==> config.mk <==
export PLATFORM = sky130hd
export DESIGN_NAME = tone_steer_ctrl
export DESIGN_NICKNAME = d
export VERILOG_FILES = /design/src/rtl/tone_steer_pkg.sv /design/src/rtl/tone_guard_counter.sv /design/src/rtl/tone_settle_timer.sv /design/src/rtl/tone_steer_ctrl.sv
export SDC_FILE = /design/constraint.sdc
export NUM_CORES = 1
export LEC_CHECK = 0
export CAP_MARGIN = 40
export CORE_AREA = 4 4 77 79
export CTS_CLUSTER_SIZE = 28
export DETAILED_ROUTE_END_ITERATION = 8
export DIE_AREA = 0 0 81 83
export PLACE_DENSITY = 0.85
export SLEW_MARGIN = 20
export SYNTH_ARGS = -nofsm -noshare
export SYNTH_HDL_FRONTEND = slang
export SYNTH_SLANG_ARGS = --single-unit
==> constraint.sdc <==
create_clock -name clk -period 5.8 [get_ports clk]
set_clock_uncertainty 0.2 [all_clocks]
set_input_delay 0.87 -clock clk [delete_from_list [all_inputs] [get_ports clk]]
set_output_delay 0.87 -clock clk [all_outputs]
set_load 0.02 [all_outputs]
==> src/rtl/tone_steer_pkg.sv <==
// Shared types for the tone steering controller.
// Assumes: nothing beyond a 2-bit state encoding.
package tone_steer_pkg;

    typedef enum logic [1:0] {
        ST_IDLE    = 2'd0,   // waiting for a tone
        ST_QUAL_P  = 2'd1,   // counting tone-present cycles
        ST_HELD    = 2'd2,   // digit registered, tone on (or settling)
        ST_QUAL_A  = 2'd3    // digit registered, counting absence
    } steer_state_t;

endpackage

==> src/rtl/tone_guard_counter.sv <==
// Run-length qualifier: counts consecutive cycles in which `run` is high
// and flags the cycle in which the count reaches `limit`.
// Assumes: a limit of 0 is treated as 1; the count restarts whenever
// `run` drops or the limit is reached, so it never exceeds limit-1.
module tone_guard_counter #(
    parameter int TIMER_W = 16
) (
    input  logic               clk,
    input  logic               rst_n,
    input  logic               run,
    input  logic [TIMER_W-1:0] limit,
    output logic               hit
);

    logic [TIMER_W-1:0] cnt;
    logic [TIMER_W:0]   cnt_next;
    logic [TIMER_W-1:0] eff_limit;

    // Purpose: derive the effective limit and the hit condition.
    always_comb begin
        eff_limit = (limit == '0) ? TIMER_W'(1) : limit;
        cnt_next  = {1'b0, cnt} + (TIMER_W+1)'(1);
        hit       = run && (cnt_next >= {1'b0, eff_limit});
    end

    // Purpose: advance or restart the run counter.
    always_ff @(posedge clk) begin
        if (!rst_n || !run || hit) begin
            cnt <= '0;
        end else begin
            cnt <= cnt_next[TIMER_W-1:0];
        end
    end

endmodule

==> src/rtl/tone_settle_timer.sv <==
// Delays the steering strobe by SETTLE_CYC edges after a code capture.
// Assumes: `start` and `clear` are never high together; SETTLE_CYC >= 1.
module tone_settle_timer #(
    parameter int SETTLE_CYC = 8
) (
    input  logic clk,
    input  logic rst_n,
    input  logic start,
    input  logic clear,
    input  logic held,
    output logic strobe
);

    localparam int CW = $clog2(SETTLE_CYC + 1);

    logic [CW-1:0] cnt;

    // Purpose: count settle cycles and raise the strobe at the end.
    always_ff @(posedge clk) begin
        if (!rst_n || clear) begin
            cnt    <= '0;
            strobe <= 1'b0;
        end else if (start) begin
            cnt    <= '0;
            strobe <= 1'b0;
        end else if (held && !strobe) begin
            if (cnt == CW'(SETTLE_CYC - 1)) begin
                strobe <= 1'b1;
            end else begin
                cnt <= cnt + CW'(1);
            end
        end
    end

endmodule

==> src/rtl/tone_steer_ctrl.sv <==
// Tone steering guard-time controller (top).
// Qualifies the decoder's signal-present flag against a tone-present guard,
// captures the key code, raises a delayed strobe after a fixed settle
// period, tolerates short dropouts and releases after a tone-absent guard.
// Assumes: inputs are synchronous to clk; guard values may change any cycle.
module tone_steer_ctrl
    import tone_steer_pkg::*;
#(
    parameter int TIMER_W    = 16,
    parameter int SETTLE_CYC = 8,
    parameter int CODE_W     = 4
) (
    input  logic               clk,
    input  logic               rst_n,
    input  logic               tone_present,
    input  logic [CODE_W-1:0]  tone_code,
    input  logic               out_en,
    input  logic [TIMER_W-1:0] present_guard,
    input  logic [TIMER_W-1:0] absent_guard,
    output logic [CODE_W-1:0]  digit_code,
    output logic               digit_drive,
    output logic               dly_strobe,
    output logic               guard_hold
);

    steer_state_t state, state_nx;
    logic         p_run, p_hit;
    logic         a_run, a_hit;

    // Purpose: decide which qualifier is counting this cycle.
    always_comb begin
        p_run = ((state == ST_IDLE) || (state == ST_QUAL_P)) && tone_present;
        a_run = (((state == ST_HELD) && dly_strobe) || (state == ST_QUAL_A))
                && !tone_present;
    end

    tone_guard_counter #(.TIMER_W(TIMER_W)) u_present_q (
        .clk   (clk),
        .rst_n (rst_n),
        .run   (p_run),
        .limit (present_guard),
        .hit   (p_hit)
    );

    tone_guard_counter #(.TIMER_W(TIMER_W)) u_absent_q (
        .clk   (clk),
        .rst_n (rst_n),
        .run   (a_run),
        .limit (absent_guard),
        .hit   (a_hit)
    );

    // Purpose: next-state logic of the steering sequence.
    always_comb begin
        state_nx = state;
        unique case (state)
            ST_IDLE: begin
                if (p_hit)             state_nx = ST_HELD;
                else if (tone_present) state_nx = ST_QUAL_P;
            end
            ST_QUAL_P: begin
                if (p_hit)              state_nx = ST_HELD;
                else if (!tone_present) state_nx = ST_IDLE;
            end
            ST_HELD: begin
                if (a_hit)      state_nx = ST_IDLE;
                else if (a_run) state_nx = ST_QUAL_A;
            end
            ST_QUAL_A: begin
                if (tone_present) state_nx = ST_HELD;
                else if (a_hit)   state_nx = ST_IDLE;
            end
            default: state_nx = ST_IDLE;
        endcase
    end

    // Purpose: state register.
    always_ff @(posedge clk) begin
        if (!rst_n) state <= ST_IDLE;
        else        state <= state_nx;
    end

    // Purpose: output code register, loaded only on registration.
    always_ff @(posedge clk) begin
        if (!rst_n)     digit_code <= '0;
        else if (p_hit) digit_code <= tone_code;
    end

    tone_settle_timer #(.SETTLE_CYC(SETTLE_CYC)) u_settle (
        .clk    (clk),
        .rst_n  (rst_n),
        .start  (p_hit),
        .clear  (a_hit),
        .held   (guard_hold),
        .strobe (dly_strobe)
    );

    // Purpose: status and pad-drive outputs.
    always_comb begin
        guard_hold  = (state == ST_HELD) || (state == ST_QUAL_A);
        digit_drive = out_en;
    end

endmodule

Yosys cells after proc, flatten, opt, wreduce, memory -nomap -nowiden
Index checks and enable logic that the tools add are counted.
- add/subtract/negate cells: 3
- multipliers: 0
- divide/modulo/power cells: 0
- order comparisons: 2
- eq/ne operators: 8
- shift operators: 0
- mux-type cells: 11
- bitwise operators: 1
- reduce and logical (&&, ||, !) cells: 26
- operators by type and width (cell ; count):
    $add A16 B1 Y17 const B ; 2
    $ge A17 B16 Y1 ; 2
    $logic_not A16 Y1 ; 2
    $mux W16 ; 2
    $mux W2 ; 8
    $ne A3 B2 Y1 const B ; 3
    $logic_or A1 B1 Y1 ; 8
    $pmux W2 S4 ; 1
    $logic_and A1 B1 Y1 ; 6
    $logic_not A1 Y1 ; 5
    $add A4 B1 Y4 const B ; 1
    $eq A2 B2 Y1 const B ; 2
    $eq A4 B3 Y1 const B ; 1
    $reduce_and A2 Y1 ; 2
    $reduce_and A4 Y1 ; 1
    $ne A3 B1 Y1 const B ; 1
    $eq A2 B1 Y1 const B ; 1
    $logic_not A2 Y1 ; 1
    $reduce_or A2 Y1 ; 1
    $not A1 Y1 ; 1
- register bits: 43
- latch bits: 0
- memory bits (writable): 0
- bits in read-only memories: 0
- bits of input ports: 40
- output and inout bits: 7
- memories kept: 0

Depth between registers and ports, before layout
Gate-level depths: netlist of run 1.
- word-level depth: 8
- mapped depth: 14
- mapped depth without buffers: 13

By module
A second synthesis of run 1 with hierarchy kept.
- cell total of the unflattened synthesis: 332
- area, all modules: 3045.4 µm²
- by module, submodules not included (module ; times used ; cells an instance ; area an instance (µm²) ; seq. area each (µm²)):
    tone_guard_counter at u_present_q ; 1 ; 139 ; 1283.7 ; 320.3
    tone_guard_counter at u_absent_q ; 1 ; 138 ; 1238.7 ; 320.3
    tone_steer_ctrl ; 1 ; 27 ; 276.5 ; 120.1
    tone_settle_timer ; 1 ; 28 ; 246.5 ; 100.1

Worst setup path after synthesis of run 1
No wires, ideal clock.
- path type: register -> register
- start point: reg u_present_q.cnt[0]
- end point: reg state[1]
- arrival time: 2993 ps
- required time: 5483 ps
- slack: 2489 ps
- cell stages (with the launch flop): 14
- buffers on the path: 1
- period minus slack after synthesis: 3311 ps
- cells stage by stage: dfxtp_1 -> ha_1 -> nand2_1 -> or2_2 -> nor3_1 -> xor2_1 -> ha_1 -> a21oi_1 -> a21boi_0 -> or4_4 -> a31oi_4 -> buf_6 -> nand2_1 -> a32o_1
- longest elaborated chain between the ends: 5
- ends and longest elaborated chain (what ; line ; text):
    start: declaration ; tone_guard_counter.sv:15 ; logic [TIMER_W-1:0] cnt;
    start signal: assignment ; tone_guard_counter.sv:31 ; cnt <= cnt_next[TIMER_W-1:0];
    $add A16 B1 Y17 (*) ; tone_guard_counter.sv:22 ; cnt_next = {1'b0, cnt} + (TIMER_W+1)'(1);
    named net u_present_q.cnt_next[14] ; tone_guard_counter.sv:16 ; logic [TIMER_W:0] cnt_next;
    $ge A17 B16 Y1 (*) ; tone_guard_counter.sv:23 ; hit = run && (cnt_next >= {1'b0, eff_limit});
    $logic_and A1 B1 Y1 (*) ; tone_guard_counter.sv:23 ;
    $ne A3 B2 Y1 (no source line) (tied with other cells) ; -- ;
    $reduce_and A4 Y1 (no source line) or $pmux W2 S4 (tied branches) ; -- ;
    end signal: assignment ; tone_steer_ctrl.sv:80 ; else state <= state_nx;
    end: declaration ; tone_steer_ctrl.sv:26 ; steer_state_t state, state_nx;
Mark *: on every way through the listed nets, which the timed path passes. The rest lies on a longest branch.
A chain may end at the register's enable or synchronous reset.

Worst setup path after layout of run 1
- start point: reg u_present_q.cnt[2]
- end point: reg u_present_q.cnt[4]
- longest elaborated chain between the ends: 4
- ends and longest elaborated chain (what ; line ; text):
    $add A16 B1 Y17 ; tone_guard_counter.sv:22 ;
    named net u_present_q.cnt_next[15] ; tone_guard_counter.sv:16 ;
    $ge A17 B16 Y1 ; tone_guard_counter.sv:23 ;
    $logic_and A1 B1 Y1 ; tone_guard_counter.sv:23 ;
    $logic_or A1 B1 Y1 ; tone_guard_counter.sv:28 ; if (!rst_n || !run || hit) begin
The timed path passes the listed nets, and every way through them passes these cells.

==> summary.txt, run 1 <==
Status
  • Status: finished clean

Die
  • Die Height: 83 µm
  • Starting Density: 56.80%
  • Die width: 81 µm
  • Core area: 5338 µm²
  • Die footprint: 6723 µm²
  • IO Pins: 47
  • Rows: 27

Synth
  • Most frequent cell after synthesis: dfxtp_1
  • Cell Area, Synth: 3032 µm²
  • XOR/XNOR share of the synthesized area: 8.667%
  • Synth Area in Simple Gates: 30.05%
  • Largest family of logic cells by synthesized area: simple AND/OR/NAND/NOR gates
  • Syn Area/Cell: 8.516 µm²
  • Unique cell type count in the Yosys netlist: 51
  • Cell taking the most area after synthesis: dfxtp_1
  • Yosys reg bits: 43
  • Post-synth top flop: dfxtp_1
  • Post-synth EDFFs: 0
  • Synth top cells by count: 43 x dfxtp_1, 39 x inv_1, 35 x ha_1
  • Multiplexer area fraction after synthesis: 0.3302%
  • Synth warn: 0
  • Post-Synth Adder-Cell Area: 14.44%
  • Post-synthesis sequential area ratio: 28.39%
  • Post-Syn Nets: 431
  • Compound-Gate Fraction of Synth Area: 11.10%
  • Post-synth top area share: 28.39%
  • Mapped Cells: 356
  • Async set-reset flop share out of synthesis: 0%
  • Top cells by area, synth: dfxtp_1 28%, ha_1 14%, xnor2_1 6.4%

Detailed routing
  • Via density: 5.468
  • Total wire length: 6.139 mm
  • DR iter-0 viols: 103
  • Antenna-violating nets left: 0
  • Via count: 2570
  • DR WL/cell: 13.06 µm
  • DR DRC count: 0
  • First-pass iteration count of the detailed router: 4

Timing
  • Hold WS: 0.3005 ns
  • Setup TNS: 0 ns
  • RSZ-0062 raised after global routing: false
  • Count of final setup violators: 0
  • FMAX: 0.2582 GHz
  • Fin crit period: 3.873 ns
  • Final Hold Vio Count: 0
  • Worst-Margin Slew: 0.7005 ns
  • Ratio of final minimum period to clock period: 66.78%
  • Slew margin rel.: 53.15%
  • Slew Limit Fails: 0

Clock network
  • H-tree levels: 2
  • Root Buffer: clkbuf_8
  • # hold bufs at CTS: 0
  • Clock Pin Slew Worst Setup and Hold Paths: 0.08 ns
  • Clock Latency Late Sink: 0.29 ns
  • Post-CTS setup buffer count: 0
  • Post-CTS sizing: 0
  • CTS tree: built
  • Clk buf depth: 2
  • Clock sinks: 43
  • CTS buffer count: 5

Worst hold path
  • Hold crit path type: flip-flop to flip-flop
  • Hold path cells: 1

Critical path
  • Startpoint types: flip-flop
  • CP Data Required Time: 5.82 ns
  • Crit Path Category: flip-flop to flip-flop
  • FF-to-FF path depth: 12
  • Arrival @ worst endpoint: 3.89 ns
  • Crit. End Element: flip-flop
  • Worst-path fanout max: 17

Global route
  • Largest net degree at the start of global routing: 22
  • First-pass GRT wire length: 10.53 mm
  • Initial antenna violation count: 0
  • Grt ovf: 0
  • Vias in the first global route: 2490
  • GR Util All Layers: 19.09%

Finish
  • Final nets: 472
  • Antenna Diode Count: 0
  • Core Util, Final: 67.09%
  • Share of cells above drive strength 1: 9.045%
  • Syn-to-layout area delta: 18.12%
  • # fillers: 462
  • Seq. cell area: 860.8 µm²
  • Multi-input logic area: 1958 µm²

Placement
  • Port bufs: 44
  • Post-DP HPWL: 5.003 mm
  • RD Place Congestion: 0.8267

Flow run
  • Max-Cap Viols: 0

Power and ir drop
  • Pwr/cell area: 163.9 nW/µm²
  • Peak supply drop: 0.1874 mV
  • Lkg Pwr: 1.504 nW
## routing by layer
layer | vias to the layer above | routed length [µm] | part of all wire [%] | GRT usage (%)
met5 | - | 0 | 0 | 0
met1 | 1174 | 2933 | 48 | 24.60
li1 | 1333 | - | - | -
met4 | 0 | 42 | 0.68 | 4.762
met2 | 59 | 2833 | 46 | 31.96
met3 | 4 | 330 | 5.4 | 4.121
## worst paths after layout
check                                      from                       endpoint  slack [ns]
setup / recovery  u_present_q.cnt[2]$_SDFF_PP0_  u_present_q.cnt[4]$_SDFF_PP0_        1.93
hold / removal    u_present_q.cnt[0]$_SDFF_PP0_  u_present_q.cnt[0]$_SDFF_PP0_        0.30
setup reg to reg  u_present_q.cnt[2]$_SDFF_PP0_  u_present_q.cnt[4]$_SDFF_PP0_        1.93
hold reg to reg   u_present_q.cnt[0]$_SDFF_PP0_  u_present_q.cnt[0]$_SDFF_PP0_        0.30
## placed cells by master (no fill, tap or decap), types with 6 or more instances in the layout
master,n
a21oi_1,11
clkdlybuf4s50_1,44
dfxtp_1,43
ha_1,35
inv_1,39
nand2_1,27
nand3_1,24
nand4_1,18
nor2_1,21
nor2b_1,19
nor2b_2,12
nor3_1,6
nor4_1,7
o21ai_0,10
xnor2_1,22
xor2_1,8
## layout make-up
cell class	count	share of cell area (%)
clock buffers	6	2.027
multi-input cells	264	54.68
inverters	39	4.088
well taps	72	2.516
repair buffers	44	12.30
flip-flops and latches	43	24.04
clock inverters	2	0.3494
## logic make-up after synthesis
logic type      Yosys count
flops                    43
mux                       1
simple gates            154
fa+ha+maj                35
xor+xnor                 30
compound gates           44
buf+inv                  49
## stage by stage
stage          cells  setup slack, ns  area, µm²  total power [W]
6_report         470            1.927       3581        0.0005869
5_1_grt          470            1.621       3581        0.0006161
4_1_cts          470            1.918       3581        0.0005903
3_5_place_dp     462            1.850       3496        0.0004088
3_3_place_gp     462            1.906       3496        0.0004063
2_1_floorplan    356            2.489       3032        0.0003611
## worst max-delay path, cell delays in order, from the launching register on
cell and delay (ns):
dfxtp_1 0.40, nand3_1 0.18, nor3_1 0.35, and3_1 0.29, nand4_1 0.12, xnor2_1 0.23, ha_1 0.28, nand4_1 0.13
a21oi_1 0.07, or4_4 0.57, a31oi_4 0.39, nand4_4 0.37, nor2b_1 0.22
## state kept, by name, summed over array words and instances, names as in the netlist
register	count
u_absent_q.cnt	16
u_present_q.cnt	16
digit_code	4
u_settle.cnt	4
state	2
u_settle.strobe	1
## power breakdown
group	internal, W	switching [W]
Clock	0.0000842	0.000100
Combinational	0.0000511	0.0000430
Sequential	0.000302	0.00000667
Total	0.000437	0.000150
Power figures use the tool's default switching activity.
==> run 2: changes to the inputs <==
--- a/config.mk
+++ b/config.mk
@@ -6,11 +6,11 @@
 export NUM_CORES = 1
 export LEC_CHECK = 0
 export CAP_MARGIN = 40
-export CORE_AREA = 4 4 77 79
+export CORE_AREA = 4 4 80 82
 export CTS_CLUSTER_SIZE = 28
 export DETAILED_ROUTE_END_ITERATION = 8
-export DIE_AREA = 0 0 81 83
-export PLACE_DENSITY = 0.85
+export DIE_AREA = 0 0 84 86
+export PLACE_DENSITY = 0.79
 export SLEW_MARGIN = 20
 export SYNTH_ARGS = -nofsm -noshare
 export SYNTH_HDL_FRONTEND = slang
==> constraint.sdc (replaced) <==
create_clock -name clk -period 3.8 [get_ports clk]
set_clock_uncertainty 0.2 [all_clocks]
set_input_delay 0.57 -clock clk [delete_from_list [all_inputs] [get_ports clk]]
set_output_delay 0.57 -clock clk [all_outputs]
set_load 0.02 [all_outputs]
==> summary.txt, run 2 (same netlist as run 1, synthesis figures left out) <==
Status
  • Status: finished clean

Finish
  • Largest registers: u_absent_q.cnt x16, u_present_q.cnt x16
  • Commonest cells after routing, fill and taps aside: 44 x clkdlybuf4s50_1, 42 x dfxtp_1, 39 x inv_1
  • Antenna Diode Count: 0 (unchanged)
  • Syn-to-layout area delta: 21.46%
  • Commonest non-fill, non-tap cell in the layout: clkdlybuf4s50_1
  • Seq. cell area: 862.1 µm² (+0.15%)
  • Multi-input logic area: 1968 µm² (+0.51%)
  • # fillers: 476 (+3.0%)
  • Share of cells above drive strength 1: 11.60% (+2.6 points)
  • Final nets: 479 (+1.5%)

Detailed routing
  • Met2 WL: 3.076 mm (+8.6%)
  • Via density: 5.342 (-2.3%)
  • DR WL/cell: 13.60 µm (+4.2%)
  • Via count: 2564 (-0.23%)
  • Uppermost layer routed: met4
  • Met3 wire length: 285 µm (-14%)
  • Total wire length: 6.530 mm (+6.4%)
  • DR iter-0 viols: 91 (-12%)
  • DR DRC count: 0 (unchanged)
  • Metal-1 WL: 3.048 mm (+3.9%)
  • First-pass iteration count of the detailed router: 5 (+1)
  • Antenna-violating nets left: 0 (unchanged)

Timing
  • Slew margin rel.: 51.15% (-2.0 points)
  • Slew Limit Fails: 0 (unchanged)
  • Fin crit period: 3.633 ns (-0.2403 ns)
  • Setup TNS: 0 ns (unchanged)
  • Worst-Margin Slew: 0.7313 ns (+0.03078 ns)
  • RSZ-0062 raised after global routing: false
  • Final Hold Vio Count: 0 (unchanged)
  • Ratio of final minimum period to clock period: 95.61% (+29 points)
  • FMAX: 0.2752 GHz (+6.6%)
  • Setup ws final: 0.1668 ns (-1.760 ns)
  • Count of final setup violators: 0 (unchanged)

Global route
  • Grt ovf: 0 (unchanged)
  • Largest net degree at the start of global routing: 22 (unchanged)
  • Initial antenna violation count: 0 (unchanged)
  • First-pass GRT wire length: 11.14 mm (+5.8%)
  • Vias in the first global route: 2593 (+4.1%)
  • GR Util All Layers: 18.78% (-0.31 points)

Critical path
  • Critical-path top delay cell: or4_4
  • Crit. End Element: flip-flop
  • Most numerous cell on the critical path: ha_1
  • Startpoint types: flip-flop
  • CP Data Required Time: 3.82 ns (-2.00 ns)
  • Crit Path Category: flip-flop to flip-flop
  • Critical-path cell list: ha_1 > nand2_1 > or2_2 > nor3_1 > xor2_1 > ha_1 > a21oi_1 > a21boi_0 > or4_4 > a31oi_4 > buf_4 > nand4_1 > o211ai_1
  • Arrival @ worst endpoint: 3.65 ns (-0.24 ns)
  • Worst-path fanout max: 8 (-9)
  • Max incr delay on CP: 0.54 ns (-0.03 ns)

Die
  • Die width: 84 µm (+3.7%)
  • Die footprint: 7224 µm² (+7.5%)
  • Die Height: 86 µm (+3.6%)
  • Rows: 28 (+3.7%)
  • Core area: 5746 µm² (+7.6%)
  • IO Pins: 47 (unchanged)
  • Starting Density: 52.77% (-4.0 points)

Placement
  • Worst slack at placement: 0.001739 ns (-1.848 ns)
  • RD Place Congestion: 0.9025 (+9.2%)
  • Post-DP HPWL: 5.204 mm (+4.0%)
  • Port bufs: 44 (unchanged)

Power and ir drop
  • Peak supply drop: 0.2457 mV (+31%)
  • Lkg Pwr: 1.561 nW (+3.8%)
  • Pwr/cell area: 248.6 nW/µm² (+52%)

Clock network
  • CTS tree: built
  • Clock Latency Late Sink: 0.30 ns (about the same)
  • Clock Pin Slew Worst Setup and Hold Paths: 0.09 ns (about the same)
  • Clk buf depth: 2 (unchanged)
  • # hold bufs at CTS: 0 (unchanged)
  • Clock sinks: 43 (unchanged)
  • H-tree levels: 2 (unchanged)
  • CTS buffer count: 5 (unchanged)
  • Root Buffer: clkbuf_8

Worst hold path
  • Hold crit path type: flip-flop to flip-flop

Flow run
  • Max-Cap Viols: 0 (unchanged)
## run 2: area by class of cell
cell class | instances | share of cell area, %
multi-input combinational | 264 | 53.45
tap | 75 | 2.548
sequential | 43 | 23.41
timing repair buffer | 51 | 14.07
inverter | 39 | 3.976
clock buffer | 5 | 1.869
clock inverter | 3 | 0.6796
## run 2: final timing paths
| path | start | endpoint | slack (ns) | depth (start not counted) |
|---|---|---|---|---|
| worst max-delay path | u_present_q.cnt[0]$_SDFF_PP0_ | digit_code[2]$_SDFFE_PN0P_ | 0.17 | 13 |
| worst min-delay path | u_present_q.cnt[0]$_SDFF_PP0_ | u_present_q.cnt[0]$_SDFF_PP0_ | 0.29 | 1 |
| worst max register to register | u_present_q.cnt[0]$_SDFF_PP0_ | digit_code[2]$_SDFFE_PN0P_ | 0.17 | 13 |
| worst min register to register | u_present_q.cnt[0]$_SDFF_PP0_ | u_present_q.cnt[0]$_SDFF_PP0_ | 0.29 | 1 |
## run 2: what timing repair did
action,in CTS,in global routing
pin swaps,1,0
setup endpoints to repair,12,29
resized for setup,0,3
buffers inserted,1,0
## run 2: layer usage
metal / global-route usage [%] / vias up
met4: 6.140 / 0
met3: 5.091 / 11
met1: 22.33 / 1162
li1: - / 1334
met5: 0 / -
met2: 32.90 / 57
## run 2: through the flow
stage                     util, %  cells  total power [W]  instance area, µm²  hold slack, ns
after global routing        64.09    480        0.0009661                3682          0.3058
final                       64.09    480        0.0009156                3682          0.2918
after detailed placement    61.91    471        0.0006269                3557          0.2842
after CTS                   63.89    480        0.0009290                3671          0.3050
after global placement      61.91    471        0.0006231                3557          0.2698
after floorplan                 -    356        0.0005512                3032          0.2446
## run 2: worst max-delay path, delay by kind of cell, from the launching register on
kind | cells | cell delay, ns
xor gates and xnor gates | 1 | 0.24
and+or+nand+nor | 5 | 1.27
DFF | 1 | 0.40
AOI/OAI and AO/OA | 4 | 0.68
adders and majority gates | 2 | 0.56
buffers and inverters | 1 | 0.21
## run 2: power breakdown
part           switching (W)  internal (W)  total (W)
logic              0.0000673     0.0000811   0.000148
clock network       0.000164      0.000131   0.000295
registers          0.0000112      0.000461   0.000472
total               0.000243      0.000673   0.000916
